$ cat src/rtl/refsched_pkg.sv
package refsched_pkg;

    typedef enum logic [1:0] {
        ST_RUN  = 2'd0,
        ST_RFC  = 2'd1,
        ST_SELF = 2'd2
    } rs_state_e;

    function automatic int bits_for(input int value);
        return (value < 2) ? 1 : $clog2(value + 1);
    endfunction

endpackage

$ cat src/rtl/refsched_interval.sv
module refsched_interval
    import refsched_pkg::*;
#(
    parameter int TREFI = 1040
) (
    input  logic clk,
    input  logic rst,
    input  logic run,
    output logic tick
);
    localparam int CW = bits_for(TREFI - 1);
    localparam logic [CW-1:0] LAST = CW'(TREFI - 1);

    logic [CW-1:0] cnt;

    assign tick = run && (cnt == LAST);

    always_ff @(posedge clk) begin
        if (rst || !run) begin
            cnt <= '0;
        end else if (cnt == LAST) begin
            cnt <= '0;
        end else begin
            cnt <= cnt + 1'b1;
        end
    end

    assert_tick_spacing_R2: assert property (@(posedge clk) disable iff (rst)
        (tick && TREFI > 1) |=> !tick);

endmodule

$ cat src/rtl/refsched_debt.sv
module refsched_debt
    import refsched_pkg::*;
#(
    parameter int MAX_OWED = 8
) (
    input  logic clk,
    input  logic rst,
    input  logic inc,
    input  logic dec,
    input  logic clr,
    output logic pending,
    output logic full
);
    localparam int OW = bits_for(MAX_OWED);
    localparam logic [OW-1:0] TOP = OW'(MAX_OWED);

    logic [OW-1:0] owed;
    logic          add;

    assign pending = (owed != '0);
    assign full    = (owed == TOP);
    // an interval ending at the limit is dropped unless a refresh leaves at once
    assign add     = inc && (!full || dec);

    always_ff @(posedge clk) begin
        if (rst || clr) begin
            owed <= '0;
        end else begin
            case ({add, dec})
                2'b10:   owed <= owed + 1'b1;
                2'b01:   owed <= owed - 1'b1;
                default: owed <= owed;
            endcase
        end
    end

    assert_no_overflow_R3: assert property (@(posedge clk) disable iff (rst)
        owed <= TOP);
    assert_dec_pending_R4: assert property (@(posedge clk) disable iff (rst)
        dec |-> pending);
    assert_no_wrap_R9: assert property (@(posedge clk) disable iff (rst)
        (full && inc && !clr) |=> full);

endmodule

$ cat src/rtl/refsched_downtimer.sv
module refsched_downtimer
    import refsched_pkg::*;
#(
    parameter int LEN = 10
) (
    input  logic clk,
    input  logic rst,
    input  logic load,
    output logic active,
    output logic last
);
    generate
        if (LEN == 0) begin : g_none
            assign active = 1'b0;
            assign last   = 1'b0;
        end else begin : g_count
            localparam int TW = bits_for(LEN);
            logic [TW-1:0] cnt;

            assign active = (cnt != '0);
            assign last   = (cnt == TW'(1));

            always_ff @(posedge clk) begin
                if (rst) begin
                    cnt <= '0;
                end else if (load) begin
                    cnt <= TW'(LEN);
                end else if (cnt != '0) begin
                    cnt <= cnt - 1'b1;
                end
            end

            assert_timer_start_R8: assert property (@(posedge clk) disable iff (rst)
                load |=> active);
        end
    endgenerate

endmodule

$ cat src/rtl/refresh_sched.sv
module refresh_sched
    import refsched_pkg::*;
#(
    parameter int TREFI    = 1040,
    parameter int TRFC     = 10,
    parameter int MAX_OWED = 8,
    parameter int TXSA     = 10,
    parameter int TXSR     = 200
) (
    input  logic clk,
    input  logic rst,
    input  logic banks_idle,
    input  logic grant,
    input  logic sr_req,
    output logic ref_req,
    output logic ref_urgent,
    output logic cke,
    output logic busy,
    output logic act_lock,
    output logic rd_lock
);
    localparam int TRFC_EFF = (TRFC < 1) ? 1 : TRFC;

    rs_state_e state, state_nx;
    logic tick, pending, full;
    logic accept, sr_enter, sr_exit;
    logic rfc_active, rfc_last;
    logic act_last_unused, rd_last_unused;

    assign accept   = (state == ST_RUN) && grant && pending && banks_idle;
    assign sr_enter = (state == ST_RUN) && !accept && sr_req && banks_idle;
    assign sr_exit  = (state == ST_SELF) && !sr_req;

    refsched_interval #(.TREFI(TREFI)) u_interval (
        .clk  (clk),
        .rst  (rst),
        .run  (state != ST_SELF),
        .tick (tick)
    );

    refsched_debt #(.MAX_OWED(MAX_OWED)) u_debt (
        .clk     (clk),
        .rst     (rst),
        .inc     (tick),
        .dec     (accept),
        .clr     (sr_enter),
        .pending (pending),
        .full    (full)
    );

    refsched_downtimer #(.LEN(TRFC_EFF)) u_rfc (
        .clk    (clk),
        .rst    (rst),
        .load   (accept),
        .active (rfc_active),
        .last   (rfc_last)
    );

    refsched_downtimer #(.LEN(TXSA)) u_act (
        .clk    (clk),
        .rst    (rst),
        .load   (sr_exit),
        .active (act_lock),
        .last   (act_last_unused)
    );

    refsched_downtimer #(.LEN(TXSR)) u_rd (
        .clk    (clk),
        .rst    (rst),
        .load   (sr_exit),
        .active (rd_lock),
        .last   (rd_last_unused)
    );

    always_comb begin
        state_nx = state;
        unique case (state)
            ST_RUN: begin
                if (accept)        state_nx = ST_RFC;
                else if (sr_enter) state_nx = ST_SELF;
            end
            ST_RFC:  if (rfc_last) state_nx = ST_RUN;
            ST_SELF: if (sr_exit)  state_nx = ST_RUN;
            default: state_nx = ST_RUN;
        endcase
    end

    always_ff @(posedge clk) begin
        if (rst) state <= ST_RUN;
        else     state <= state_nx;
    end

    assign ref_req    = (state == ST_RUN) && pending;
    assign ref_urgent = (state == ST_RUN) && full;
    assign cke        = (state != ST_SELF);
    assign busy       = (state != ST_RUN);

    assert_urgent_implies_req_R3: assert property (@(posedge clk) disable iff (rst)
        ref_urgent |-> ref_req);
    assert_refresh_holds_busy_R5: assert property (@(posedge clk) disable iff (rst)
        accept |=> (busy && !ref_req && cke));
    assert_rfc_timer_in_rfc_R5: assert property (@(posedge clk) disable iff (rst)
        (state == ST_RFC) |-> rfc_active);
    assert_entry_needs_idle_R6: assert property (@(posedge clk) disable iff (rst)
        $fell(cke) |-> $past(banks_idle && sr_req));
    assert_self_is_busy_R6: assert property (@(posedge clk) disable iff (rst)
        !cke |-> (busy && !ref_req && !ref_urgent));
    assert_exit_on_release_R7: assert property (@(posedge clk) disable iff (rst)
        $rose(cke) |-> $past(!sr_req));
    assert_exit_locks_R8: assert property (@(posedge clk) disable iff (rst)
        $rose(cke) |-> ((act_lock || TXSA == 0) && (rd_lock || TXSR == 0)));

endmodule

$ cat config.mk
export PLATFORM = sky130hd
export DESIGN_NAME = refresh_sched
export DESIGN_NICKNAME = d
export VERILOG_FILES = /design/src/rtl/refsched_pkg.sv /design/src/rtl/refsched_interval.sv /design/src/rtl/refsched_debt.sv /design/src/rtl/refsched_downtimer.sv /design/src/rtl/refresh_sched.sv
export SDC_FILE = /design/constraint.sdc
export NUM_CORES = 1
export LEC_CHECK = 0
export ABC_AREA = 1
export BUFFER_PORTS_ARGS = -buffer_cell sky130_fd_sc_hd__buf_2
export CAP_MARGIN = 20
export CORE_UTILIZATION = 43
export CTS_BUF_LIST = sky130_fd_sc_hd__clkbuf_16
export DETAILED_ROUTE_END_ITERATION = 10
export MAX_ROUTING_LAYER = met4
export PLACE_DENSITY = 0.63
export RECOVER_POWER = 25
export SLEW_MARGIN = 20
export SYNTH_ARGS = -nofsm -noshare
export SYNTH_HDL_FRONTEND = slang
export SYNTH_SLANG_ARGS = --single-unit
$ cat constraint.sdc
create_clock -name clk -period 2.7 [get_ports clk]
set_input_delay 0.135 -clock clk [delete_from_list [all_inputs] [get_ports clk]]
set_output_delay 0.135 -clock clk [all_outputs]
set_load 0.05 [all_outputs]
==> results.yml <==
drt:
  drtAntennaViolNets: 0
  wl_per_cell_um: 9.88
  first_iter_violations: 73
  via_per_inst: 4.73
  totalWireLength_mm: 2.89
  num_vias: 1386
  dr.pass1.iters: 5
  drc: 0
yosys:
  syn-num-nets: 241
  synthCells: 230
  syn_area_sq_mm: 0.00168
  yosysWarningCount: 0
  seq_area_frac_synth_pct: 39.2
  syn_avg_cell_area_sq_um: 7.32
  ys_types: 34
  synth-seq-cells: 33
cts:
  cts_resized: 0
  root_buffer: "clkbuf_16"
  post-cts-setup-buffers: 0
  htreeDepth: 2
  clock-sinks: 33
  cts_buffer_depth: 2
  cts_buffers: 5
  insertion_delay_ns: 0.27
  postCtsHoldBufs: 0
  clkTransAtPathRegs_ns: 0.05
  cts_tree: "yes"
floorplan:
  fp.dieW_um: 64.6
  coreArea_sq_mm: 0.00372
  chipHeight_um: 64.6
  dieArea_sq_mm: 0.00417
  start_util_pct: 45.3
  rows: 22
  io_pins: 11
timing:
  setup_viol: 0
  clock_skew_ns: 0.00285
  slew_headroom_pct: 68.7
  timing.final.crit_share_pct: 79.2
  period_needed_ns: 2.14
  max_freq_mhz: 468
  setup_tns_ns: 0
  hold_viol_final: 0
  worst_pin_slew_ns: 0.468
  slew_violations: 0
  rsz0062_at_grt: "no"
  whs_ns: 0.132
cells_and_area:
  final_cell_mix: "inv_1, nand2_1, dfxtp_1, nor2_1, a21oi_1"
  drive_gt1_share_pct: 15.5
  final_cells: 293
  final_net_count: 255
  mostFrequentLayoutCell: "inv_1"
  diodes: 0
  areaGrowthSynthToFinish_pct: 14.9
power_and_ir_drop:
  power_frac_seq_pct: 35.2
  switchingPower_uw: 580
  p_leak_nw: 0.889
  swShare_pct: 33.7
  power_frac_comb_pct: 28.8
  p_per_area_mw_per_mm2: 890
  pwr-share-clk_pct: 36.0
  peakVddDrop_mv: 0.357
  internal_power_mw: 1.14
critical_path:
  end_kind: "flip-flop"
  setup.worst_path.start_class: "flip-flop"
  cp_max_fo: 7
  reg2reg_depth: 14
  worstPathArrival_ns: 2.35
  r2r-end: "u_debt.owed[3]$_SDFFE_PP0P_"
  r2r_setup_slack_ns: 0.56
  crit_required_ns: 2.91
  crit_type: "flip-flop to flip-flop"
  r2r_start: "state[0]$_SDFFE_PP0P_"
hold_path:
  min_delay_path_depth: 3
  min_from: "sr_req"
  whs_endpoint: "state[1]$_SDFFE_PP0P_"
  min_path_type: "primary input to flip-flop"
grt:
  grt_pass1_wl_mm: 5.48
  grt_pass1_vias: 1310
  antenna_found_initial: 0
  grt_usage_pct: 17.3
  grt_remaining_overflow: 0
  grt_max_degree: 12
job:
  maxCapViolations: 0
place:
  routabilityCongestion: 0.778
  port_buffers: 10
  dp.cells: 285
  hpwl_mm: 2.18
outcome:
  status: "finished, final reports clean"
-- how the worst max path moves through the flow --
| stage | cells past startpoint | to | from |
|---|---|---|---|
| after floorplan | 14 | u_debt.owed[3]$_SDFFE_PP0P_ | state[1]$_SDFFE_PP0P_ |
| after global placement | 14 | u_debt.owed[3]$_SDFFE_PP0P_ | u_interval.cnt[0]$_SDFF_PP0_ |
| after detailed placement | 15 | u_debt.owed[3]$_SDFFE_PP0P_ | u_interval.cnt[0]$_SDFF_PP0_ |
| after CTS | 15 | u_debt.owed[3]$_SDFFE_PP0P_ | u_interval.cnt[0]$_SDFF_PP0_ |
| after global routing | 15 | u_debt.owed[3]$_SDFFE_PP0P_ | u_debt.owed[0]$_SDFFE_PP0P_ |
| final | 14 | u_debt.owed[3]$_SDFFE_PP0P_ | state[0]$_SDFFE_PP0P_ |
-- power by group through the flow --
stage | Sequential (mW) | Combinational, mW | Clock (mW)
after global placement | 0.614 | 0.499 | 0
final | 0.607 | 0.496 | 0.620
after global routing | 0.615 | 0.568 | 0.657
after detailed placement | 0.616 | 0.500 | 0
after floorplan | 0.604 | 0.413 | 0
after CTS | 0.607 | 0.503 | 0.635
-- flip-flops by register name, indices dropped and copies added (netlist names) --
name	cells
u_act.g_count.cnt	4
u_rd.g_count.cnt	8
u_rfc.g_count.cnt	4
u_debt.owed	4
u_interval.cnt	11
state	2
-- through the flow --
stage,instance area (sq um),util (%),setup slack [ns],total power [mW]
global placement,1780,47.9,0.654,1.11
CTS,1940,52.3,0.555,1.75
detailed placement,1780,47.9,0.575,1.12
finish,1940,52.1,0.562,1.72
global route,1940,52.1,0.293,1.84
floorplan,1680,-,0.595,1.02
-- cells by family (layout without fill, tap and decap cells) --
logic type / after synthesis / after routing / synth area share (%)
AO/OA/AOI/OAI: 34 / 34 / 12.0
XOR/XNOR: 3 / 3 / 1.56
adder cells (fa/ha/maj): 6 / 6 / 4.90
buffers and inverters: 46 / 61 / 10.4
flip-flops: 33 / 33 / 39.2
AND/OR/NAND/NOR: 108 / 108 / 31.9
-- critical path, cell delays in order (launching register included) --
cell      delay (ns)
dfxtp_1         0.32
nor2_1          0.22
nand3_1         0.27
inv_1           0.14
nand2_2         0.10
inv_1           0.10
ha_1            0.23
a21oi_1         0.14
nor2_1          0.05
nor2_1          0.12
o21bai_1        0.12
nand2_1         0.08
nand2_1         0.06
nand2_1         0.05
nor2_1          0.08
-- routing by layer --
layer	up-vias	GRT usage [%]	wire length (um)
met3	5	4.40	69
met1	624	19.5	1430
met5	-	-	0
li1	748	-	-
met4	0	8.89	52
met2	9	28.2	1340
-- Yosys cell counts (all sizes together) --
library cell	count	area (sq um)
a211oi	3	22.5
a21boi	1	7.51
a21oi	15	78.8
a31oi	2	12.5
and2	1	6.26
buf	2	10.0
clkbuf	1	3.75
dfxtp	33	661
fa	1	20.0
ha	5	62.6
inv	43	161
nand2	43	184
nand3	15	100
nand4	1	6.26
nor2	38	183
nor3	6	30.0
nor3b	2	15.0
o211ai	1	7.51
o21a	1	7.51
o21ai	8	43.8
o21bai	1	7.51
o31ai	2	15.0
or2	1	6.26
or3	1	6.26
xnor2	2	17.5
xor2	1	8.76
-- layout make-up --
type	count	area (sq um)
Fill cell	373	1780
Inverter	43	161
Timing Repair Buffer	10	50.0
Tap cell	48	60.1
Clock inverter	3	37.5
Multi-Input combinational cell	151	841
Clock buffer	5	125
Sequential cell	33	661
Note: power is estimated with default switching activity, not from simulation.
